File: src/rtl/dma_irq_pkg.sv
package dma_irq_pkg;

    localparam int MAX_CH      = 16;
    localparam int NIB_W       = 4;
    localparam int CH_PER_WORD = 8;
    localparam int DATA_W      = NIB_W * CH_PER_WORD;
    localparam int FULL_W      = MAX_CH * NIB_W;
    localparam int ADDR_W      = 8;
    localparam int DONE_LANE   = 1;

    localparam logic [ADDR_W-1:0] OFS_EN_LO   = 8'h00;
    localparam logic [ADDR_W-1:0] OFS_EN_HI   = 8'h04;
    localparam logic [ADDR_W-1:0] OFS_PEND_LO = 8'h10;
    localparam logic [ADDR_W-1:0] OFS_PEND_HI = 8'h14;
    localparam logic [ADDR_W-1:0] OFS_DONE    = 8'h30;

    typedef struct packed {
        logic [NIB_W-1:0] en;
        logic [NIB_W-1:0] pend;
    } chan_st_t;

    typedef struct packed {
        logic              irq;
        logic [DATA_W-1:0] rdata;
    } top_st_t;

endpackage

File: src/rtl/dma_irq_chan.sv
module dma_irq_chan
    import dma_irq_pkg::*;
(
    input  logic             clk,
    input  logic             rst_n,
    input  logic             en_wr,
    input  logic [NIB_W-1:0] en_wdata,
    input  logic [NIB_W-1:0] pend_clr,
    input  logic [NIB_W-1:0] evt,
    output logic [NIB_W-1:0] en_o,
    output logic [NIB_W-1:0] pend_o
);

    chan_st_t st_d, st_q;

    always_comb begin
        st_d = st_q;
        if (en_wr) begin
            st_d.en = en_wdata;
        end
        // set wins over clear
        st_d.pend = (st_q.pend & ~pend_clr) | evt;
    end

    always_ff @(posedge clk or negedge rst_n) begin
        if (!rst_n) begin
            st_q <= '0;
        end else begin
            st_q <= st_d;
        end
    end

    assign en_o   = st_q.en;
    assign pend_o = st_q.pend;


    evt_sets_pend_chk: assert property (@(posedge clk) disable iff (!rst_n)
        (evt != '0) |=> ((pend_o & $past(evt)) == $past(evt)));


    clr_drops_pend_chk: assert property (@(posedge clk) disable iff (!rst_n)
        ((pend_clr & ~evt) != '0) |=> ((pend_o & $past(pend_clr & ~evt)) == '0));


    en_hold_chk: assert property (@(posedge clk) disable iff (!rst_n)
        !en_wr |=> $stable(en_o));


    pend_no_spurious_chk: assert property (@(posedge clk) disable iff (!rst_n)
        (evt == '0) |=> ((pend_o & ~$past(pend_o)) == '0));

endmodule

File: src/rtl/dma_irq_rdmux.sv
module dma_irq_rdmux
    import dma_irq_pkg::*;
(
    input  logic [ADDR_W-1:0] addr,
    input  logic [FULL_W-1:0] en_flat,
    input  logic [FULL_W-1:0] pend_flat,
    input  logic [MAX_CH-1:0] done_vec,
    output logic [DATA_W-1:0] word
);

    always_comb begin
        unique case (addr)
            OFS_EN_LO:   word = en_flat[0 +: DATA_W];
            OFS_EN_HI:   word = en_flat[DATA_W +: DATA_W];
            OFS_PEND_LO: word = pend_flat[0 +: DATA_W];
            OFS_PEND_HI: word = pend_flat[DATA_W +: DATA_W];
            OFS_DONE:    word = {{(DATA_W-MAX_CH){1'b0}}, done_vec};
            default:     word = '0;
        endcase
    end

endmodule

File: src/rtl/dma_irq_stat.sv
module dma_irq_stat
    import dma_irq_pkg::*;
#(
    parameter int NUM_CH = 16
) (
    input  logic                    clk,
    input  logic                    rst_n,
    input  logic                    reg_wr,
    input  logic                    reg_rd,
    input  logic [7:0]              reg_addr,
    input  logic [31:0]             reg_wdata,
    output logic [31:0]             reg_rdata,
    input  logic [NUM_CH*4-1:0]     evt,
    output logic                    irq
);

    localparam int IMPL_W = NUM_CH * NIB_W;

    logic [FULL_W-1:0] en_flat;
    logic [FULL_W-1:0] pend_flat;
    logic [MAX_CH-1:0] done_vec;
    logic [DATA_W-1:0] rd_word;

    top_st_t st_d, st_q;

    for (genvar c = 0; c < MAX_CH; c++) begin : g_ch
        localparam int WORD = c / CH_PER_WORD;
        localparam int LANE = c % CH_PER_WORD;
        localparam logic [ADDR_W-1:0] EN_OFS   = (WORD == 0) ? OFS_EN_LO : OFS_EN_HI;
        localparam logic [ADDR_W-1:0] PEND_OFS = (WORD == 0) ? OFS_PEND_LO : OFS_PEND_HI;
        if (c < NUM_CH) begin : g_impl
            logic              en_wr_c;
            logic [NIB_W-1:0]  clr_c;
            assign en_wr_c = reg_wr && (reg_addr == EN_OFS);
            assign clr_c   = (reg_wr && (reg_addr == PEND_OFS)) ?
                             reg_wdata[LANE*NIB_W +: NIB_W] : '0;
            dma_irq_chan u_chan (
                .clk      (clk),
                .rst_n    (rst_n),
                .en_wr    (en_wr_c),
                .en_wdata (reg_wdata[LANE*NIB_W +: NIB_W]),
                .pend_clr (clr_c),
                .evt      (evt[c*NIB_W +: NIB_W]),
                .en_o     (en_flat[c*NIB_W +: NIB_W]),
                .pend_o   (pend_flat[c*NIB_W +: NIB_W])
            );
        end else begin : g_absent
            assign en_flat[c*NIB_W +: NIB_W]   = '0;
            assign pend_flat[c*NIB_W +: NIB_W] = '0;
        end
        assign done_vec[c] = pend_flat[c*NIB_W + DONE_LANE];
    end

    dma_irq_rdmux u_rdmux (
        .addr      (reg_addr),
        .en_flat   (en_flat),
        .pend_flat (pend_flat),
        .done_vec  (done_vec),
        .word      (rd_word)
    );

    always_comb begin
        st_d     = st_q;
        st_d.irq = |(pend_flat & en_flat);
        if (reg_rd) begin
            st_d.rdata = rd_word;
        end
    end

    always_ff @(posedge clk or negedge rst_n) begin
        if (!rst_n) begin
            st_q <= '0;
        end else begin
            st_q <= st_d;
        end
    end

    assign reg_rdata = st_q.rdata;
    assign irq       = st_q.irq;


    irq_lag_chk: assert property (@(posedge clk) disable iff (!rst_n)
        1'b1 |=> (irq == $past(|(pend_flat & en_flat))));


    rd_hold_chk: assert property (@(posedge clk) disable iff (!rst_n)
        !reg_rd |=> $stable(reg_rdata));


    rd_unmapped_chk: assert property (@(posedge clk) disable iff (!rst_n)
        (reg_rd && reg_addr != OFS_EN_LO && reg_addr != OFS_EN_HI &&
         reg_addr != OFS_PEND_LO && reg_addr != OFS_PEND_HI &&
         reg_addr != OFS_DONE) |=> (reg_rdata == '0));


    done_write_ignored_chk: assert property (@(posedge clk) disable iff (!rst_n)
        (reg_wr && reg_addr == OFS_DONE && evt == '0) |=> $stable(done_vec));

endmodule

File: config.mk
export PLATFORM = sky130hd
export DESIGN_NAME = dma_irq_stat
export DESIGN_NICKNAME = d
export VERILOG_FILES = /design/src/rtl/dma_irq_pkg.sv /design/src/rtl/dma_irq_chan.sv /design/src/rtl/dma_irq_rdmux.sv /design/src/rtl/dma_irq_stat.sv
export SDC_FILE = /design/constraint.sdc
export NUM_CORES = 1
export LEC_CHECK = 0
export ABC_AREA = 1
export BUFFER_PORTS_ARGS = -buffer_cell sky130_fd_sc_hd__buf_2
export CAP_MARGIN = 0
export CORE_MARGIN = 2
export CORE_UTILIZATION = 50
export CTS_CLUSTER_SIZE = 8
export DETAILED_ROUTE_END_ITERATION = 6
export PLACE_DENSITY = 0.73
export SYNTH_ARGS = -nofsm -noshare
export SYNTH_HDL_FRONTEND = slang
export SYNTH_SLANG_ARGS = --single-unit
export TNS_END_PERCENT = 20
File: constraint.sdc
create_clock -name clk -period 1.1 [get_ports clk]
set_input_delay 0.11 -clock clk [delete_from_list [all_inputs] [get_ports clk]]
set_output_delay 0.11 -clock clk [all_outputs]
set_load 0.01 [all_outputs]
==> results.ini, run 1 <==
[outcome]
status=finished with violations
violations=design-rule violations, negative setup slack

[critical_path]
crit_slowest_cell=dfrtp_1
slowest_delay_ns=0.38
crit_type=register to register
reg2regPathDepth=6
end_kind=register
rrSetupSlack_ns=-0.07
worstPathRequired_ns=1.40
r2r_start=g_ch[0].g_impl.u_chan.pend_o[3]
cpMostUsedCell=nand2_1
path_cells=nand2_1 -> nand4_1 -> nor2_2 -> nand2_1 -> nor2_1 -> nand2_1
critPathLaunchType=register
rr_endpoint=irq
cp.arrival_ns=1.47
crit_fanout=2

[layout]
drive_gt1_share_pct=24.3
fillers=1076
seq_area_um2=4030
multi_input_area_um2=2960
synthToLayoutAreaGrowth_pct=44.9
diodes=0
fin_cells=1516
nNetsFinal=1424

[pwr]
p_leak_nw=5.45
irDropWorstVdd_mv=1.03
p_clk_share_pct=42.5
p_switching_mw=3.27
total_power_mw=13.7
combPwrFrac_pct=12.2
p_int_mw=10.4
swShare_pct=23.9
seq_power_share_pct=45.3
p_per_area_nw_per_um2=1230

[sta]
slew_headroom_pct=52.3
hold_ws_ns=0.0130
fmaxAchievable_ghz=0.854
fin_skew_ns=0.00678
finalMaxSlewViolations=0
fin_crit_sh_pct=106
worst_slack_ns=-0.0709
post-route-min-period_ns=1.17
hold_violations=0
worstMarginPinSlew_ns=0.714
setup_violations=3
rsz0062_at_grt=true

[routing]
ant_nets=0
drtIter0Drc=823
dr.pass1.iters=7
via_count=8132
vias_per_cell=5.36
wire_per_inst_um=16.4
wl_um=24800
drc=2

[yosys]
syn_nets=1082
synth_edf_count=0
synth_seq_cells=161
ys_seq_area_share_pct=52.6
async_reset_ff_share_pct=100
syn_area_per_cell_um2=7.87
syn_area_um2=7660
synthFlopType=dfrtp_1
yosys_warnings=0
synth_cell_types=20
synthCells=974

[clock_network]
clockBufferDepth=2
root_buffer=clkbuf_16
htree_levels=4
path_clk_slew_ns=0.06
clock_sinks=161
clock_latency_ns=0.43
cts_tree=yes
numCtsBuffers=17

[grt]
grt_first_pass_wirelength_um=39700
overflow=0
antenna_found_initial=0
grt_usage_pct=31.4
grt_pass1_vias=8037
grt_max_degree=54

[placed_design]
post-place-ws_ns=-0.242
finalWeightedCongestion=0.879
portBuffers=140
place_inst=1394
detailed_place_hpwl_um=15900

[floorplan]
coreArea_um2=15100
start_util_pct=50.8
dieArea_um2=16300
fp.dieH_um=128
die_x_um=128
ioPinCount=141
rows=45

[run]
cap_violations=0

[worst_hold_path]
min_to=g_ch[2].g_impl.u_chan.en_o[3]
hold_path.class=primary input to register
whs_path_depth=3
hold_start=reg_wdata[11]

## critical path, delay by kind of cell, from the launching register on
| kind | cells | cell delay [ns] |
|---|---|---|
| flip-flops | 1 | 0.38 |
| AND/OR/NAND/NOR | 6 | 0.66 |
## kinds of logic (layout without fill, tap and decap cells)
kind of cell,Yosys count,after routing,synth area share (%)
buffers and inverters,155,509,9.02
and+or+nand+nor,530,530,30.0
DFF,161,161,52.6
AOI/OAI and AO/OA,128,128,8.36
## flip-flops by register name, indices dropped and copies added (netlist names)
signal and count:
g_ch.g_impl.u_chan.pend_o 64, reg_rdata 32, irq 1, g_ch.g_impl.u_chan.en_o 64
## layout by cell type (no fill, tap or decap), types with 2 or more instances in the layout
master,instances
o21ai_0,90
inv_2,2
inv_1,103
nand4_1,32
nor2_2,3
dlygate4sd3_1,88
nand2_1,283
buf_4,127
bufinv_16,2
clkbuf_8,3
o21ai_1,38
nor2_1,59
buf_12,18
buf_2,136
clkbuf_1,6
nor2_4,4
dfrtp_1,161
nand3_1,145
buf_6,4
clkinv_2,2
clkbuf_16,17
## Yosys cell counts, types with 3 or more instances
| cell | number | area, µm² |
|---|---|---|
| nor2_1 | 62 | 233 |
| nand4_1 | 32 | 200 |
| o21ai_1 | 38 | 190 |
| nor2_4 | 3 | 33.8 |
| dfrtp_1 | 161 | 4030 |
| clkbuf_1 | 12 | 45.0 |
| buf_4 | 13 | 97.6 |
| nand2_1 | 283 | 1060 |
| inv_1 | 103 | 387 |
| nand3_1 | 146 | 731 |
| buf_6 | 5 | 56.3 |
| o21ai_0 | 90 | 450 |
| buf_2 | 17 | 85.1 |
## how the worst max path moves through the flow
| stage | start | end | slack [ns] | cells past startpoint |
|---|---|---|---|---|
| final | g_ch[0].g_impl.u_chan.pend_o[3] | irq | -0.07 | 6 |
| after global routing | g_ch[4].g_impl.u_chan.en_o[1] | irq | -0.14 | 6 |
| after CTS | g_ch[0].g_impl.u_chan.pend_o[3] | irq | -0.04 | 6 |
| after detailed placement | reg_addr[6] | g_ch[10].g_impl.u_chan.pend_o[2] | -0.24 | 8 |
| after global placement | reg_addr[3] | reg_rdata[20] | -0.19 | 10 |
| after floorplan | reg_addr[3] | g_ch[10].g_impl.u_chan.pend_o[3] | 0.1 | 7 |
## metal layers
| layer | global-route usage, % | share of wire (%) |
|---|---|---|
| met4 | 11.4 | 2.7 |
| met3 | 5.09 | 7.9 |
| met2 | 51.5 | 48 |
| met1 | 42.6 | 41 |
| met5 | 0 | 0 |
## through the flow
step / area (µm²) / setup TNS [ns] / utilization [%]
CTS: 11100 / -0.101 / 73.4
global placement: 9600 / -22.34 / 63.6
global route: 11100 / -0.465 / 73.6
finish: 11100 / -0.105 / 73.6
detailed placement: 9600 / -25.38 / 63.6
floorplan: 7660 / 0 / -
## cell type report
type	instances	area share, %
Inverter	105	3.55
Clock buffer	26	4.41
Clock inverter	5	0.699
Tap cell	188	2.12
Sequential cell	161	36.3
Multi-Input combinational cell	658	26.6
Timing Repair Buffer	373	26.3
## power by group through the flow
stage	clock [mW]	sequential, mW	combinational [mW]
after floorplan	0	6.32	0.547
after global placement	0	6.28	1.35
after detailed placement	0	6.29	1.37
after CTS	5.84	6.19	1.63
after global routing	6.08	6.20	1.83
final	5.80	6.19	1.67
## timing repair
action | CTS | global route
endpoints found under the hold margin | 257 | 0
hold buffers | 88 | 0
resized for setup | 2 | 5
setup buffers | 2 | 1
cloned | 0 | 0
setup endpoints to repair | 6 | 17
pin swaps | 11 | 9
No activity file was read; power rests on OpenSTA's default activity.
==> run 2, diff against run 1 <==
SETUP_SLACK_MARGIN = 0.1   (was not set)
==> run 2 against run 1 <==
  * The run ends with negative setup slack left
  * Final area up 2.9%
  * Critical path depth is the same
  * Worst setup slack got worse by 0.046 ns
  * Global-route usage grew 0.29 points
  * Utilization grew 2.2 points
  * Sequential share of layout area is 1.0 points lower
  * First-iteration DRC count did not move
  * Routed wire length is 3.1% higher
  * Worst hold slack better by 0.0032 ns
  * Clock power barely moved
  * Die area is the same
  * Critical path type unchanged
  * Highest routed layer unchanged
==> results.ini, run 2 (synthesis gave the netlist of run 1 again) <==
[placed_design]
finalWeightedCongestion=0.879  ; unchanged
portBuffers=140  ; unchanged
post-place-ws_ns=-0.242  ; unchanged
detailed_place_hpwl_um=15900  ; unchanged

[grt]
grt_usage_pct=31.7  ; was 31.4%
grt_pass1_vias=8094  ; was 8037
overflow=0  ; unchanged
antenna_found_initial=0  ; unchanged
grt_max_degree=54  ; unchanged
grt_first_pass_wirelength_um=40100  ; was 39700 µm

[clock_network]
root_buffer=clkbuf_16  ; unchanged
clock_latency_ns=0.42  ; was 0.43 ns
clockBufferDepth=2  ; unchanged
htree_levels=4  ; unchanged
path_clk_slew_ns=0.06  ; about the same
clock_sinks=161  ; unchanged
numCtsBuffers=17  ; unchanged
cts_tree=yes  ; unchanged

[pwr]
p_per_area_nw_per_um2=1200  ; was 1230 nW/µm²
seq_power_share_pct=45.2  ; was 45.3%
p_leak_nw=5.58  ; was 5.45 nW
total_power_mw=13.7  ; about the same
combPwrFrac_pct=12.5  ; was 12.2%
irDropWorstVdd_mv=1.02  ; was 1.03 mV
swShare_pct=24.1  ; was 23.9%
p_switching_mw=3.30  ; was 3.27 mW
p_int_mw=10.4  ; about the same
p_clk_share_pct=42.3  ; was 42.5%

[sta]
rsz0062_at_grt=true  ; unchanged
worst_slack_ns=-0.117  ; was -0.0709 ns
hold_ws_ns=0.0162  ; was 0.0130 ns
hold_violations=0  ; unchanged
setup_violations=5  ; was 3
tns_ns=-0.150  ; was -0.105 ns
worstMarginPinSlew_ns=0.746  ; was 0.714 ns
slew_headroom_pct=50.2  ; was 52.3%
post-route-min-period_ns=1.22  ; was 1.17 ns
fin_skew_ns=0.00686  ; was 0.00678 ns
fmaxAchievable_ghz=0.822  ; was 0.854 GHz
fin_crit_sh_pct=111  ; was 106%
finalMaxSlewViolations=0  ; unchanged

[floorplan]
fp.dieH_um=128  ; unchanged
start_util_pct=50.8  ; unchanged
rows=45  ; unchanged
dieArea_um2=16300  ; unchanged
die_x_um=128  ; unchanged
ioPinCount=141  ; unchanged
coreArea_um2=15100  ; unchanged

[outcome]
violations=negative setup slack  ; was design-rule violations, negative setup slack
status=finished with violations  ; unchanged

[routing]
wl_um=25600  ; was 24800 µm
drtIter0Drc=823  ; unchanged
ant_nets=0  ; unchanged
via_count=8230  ; was 8132
dr.pass1.iters=5  ; was 7
wire_per_inst_um=16.8  ; was 16.4 µm
drc=0  ; was 2
vias_per_cell=5.40  ; was 5.36

[layout]
mostFrequentLayoutCells=281 x nand2_1, 161 x dfrtp_1, 134 x buf_2  ; was 283 x nand2_1, 161 x dfrtp_1, 145 x nand3_1
diodes=0  ; unchanged
fin_util_pct=75.7  ; was 73.6%
drive_gt1_share_pct=27.5  ; was 24.3%
synthToLayoutAreaGrowth_pct=49.2  ; was 44.9%
final_common_cell=nand2_1  ; unchanged
fillers=1011  ; was 1076
nNetsFinal=1432  ; was 1424

[critical_path]
rr_endpoint=irq  ; unchanged
critPathLaunchType=register  ; unchanged
reg2regPathDepth=6  ; unchanged
crit_type=register to register  ; unchanged
crit_fanout=2  ; unchanged
cp.arrival_ns=1.51  ; was 1.47 ns
end_kind=register  ; unchanged
rrSetupSlack_ns=-0.12  ; was -0.07 ns
r2r_start=g_ch[9].g_impl.u_chan.en_o[1]  ; was g_ch[0].g_impl.u_chan.pend_o[3]
worstPathRequired_ns=1.39  ; was 1.40 ns

[worst_hold_path]
hold_path.class=primary input to register  ; unchanged
min_to=g_ch[2].g_impl.u_chan.en_o[3]  ; unchanged
hold_start=reg_wdata[11]  ; unchanged
whs_path_depth=3  ; unchanged

[run]
cap_violations=0  ; unchanged

[run 2: cell count changes in the layout (fill, tap and decap cells not counted), moves of 4 or more]
cell | previous run | this run
nand3_2 | 1 | 25
nor2_2 | 3 | 9
nand3_4 | 1 | 5
nor2_1 | 59 | 53
buf_4 | 127 | 119
buf_6 | 4 | 22
nand3_1 | 145 | 117
[run 2: routing by layer]
metal  vias up  wire (µm)  GRT usage, %
met5         -          0             0
met3        54       2120          5.59
met2       475      12500          52.2
met4         0        568          11.6
met1      3847      10400          42.4
li1       3854          -             -
[run 2: power by group through the flow]
stage	clock [mW]	combinational [mW]	sequential (mW)
finish	5.80	1.72	6.19
global route	6.08	1.87	6.21
CTS	5.84	1.64	6.19
detailed placement	0	1.37	6.29
global placement	0	1.35	6.28
floorplan	0	0.547	6.32
[run 2: worst max-delay path, stage by stage (launching register included)]
cell,delay (ns)
dfrtp_1,0.38
nand2_1,0.09
nand4_1,0.16
nor2_2,0.18
nand2_1,0.08
nor2_1,0.10
nand2_1,0.10
[run 2: area by class of cell]
type,instances,area (µm²),area share (%)
clock buffers,26,489,4.28
well taps,188,235,2.06
repair buffers,381,3050,26.7
inverters,105,397,3.47
multi-input cells,658,3150,27.6
clock inverters,5,77.6,0.679
flip-flops and latches,161,4030,35.2
[run 2: through the flow]
step	instances	area, µm²
2_1_floorplan	974	7660
3_3_place_gp	1394	9600
3_5_place_dp	1394	9600
4_1_cts	1518	11200
5_1_grt	1524	11400
6_report	1524	11400
[run 2: worst max-delay path by stage]
stage / start / endpoint / slack (ns) / cells past startpoint
3_5_place_dp: reg_addr[6] / g_ch[10].g_impl.u_chan.pend_o[2] / -0.24 / 8
2_1_floorplan: reg_addr[3] / g_ch[10].g_impl.u_chan.pend_o[3] / 0.1 / 7
4_1_cts: g_ch[0].g_impl.u_chan.pend_o[3] / irq / -0.04 / 6
3_3_place_gp: reg_addr[3] / reg_rdata[20] / -0.19 / 10
6_report: g_ch[9].g_impl.u_chan.en_o[1] / irq / -0.12 / 6
5_1_grt: g_ch[9].g_impl.u_chan.pend_o[0] / irq / -0.19 / 6
[run 2: repair_timing]
action	4_1_cts	5_1_grt
setup buffers	5	6
endpoints found under the hold margin	257	0
hold buffers	88	0
resized for setup	19	50
setup endpoints to repair	40	72
cloned	0	0
pin swaps	19	35
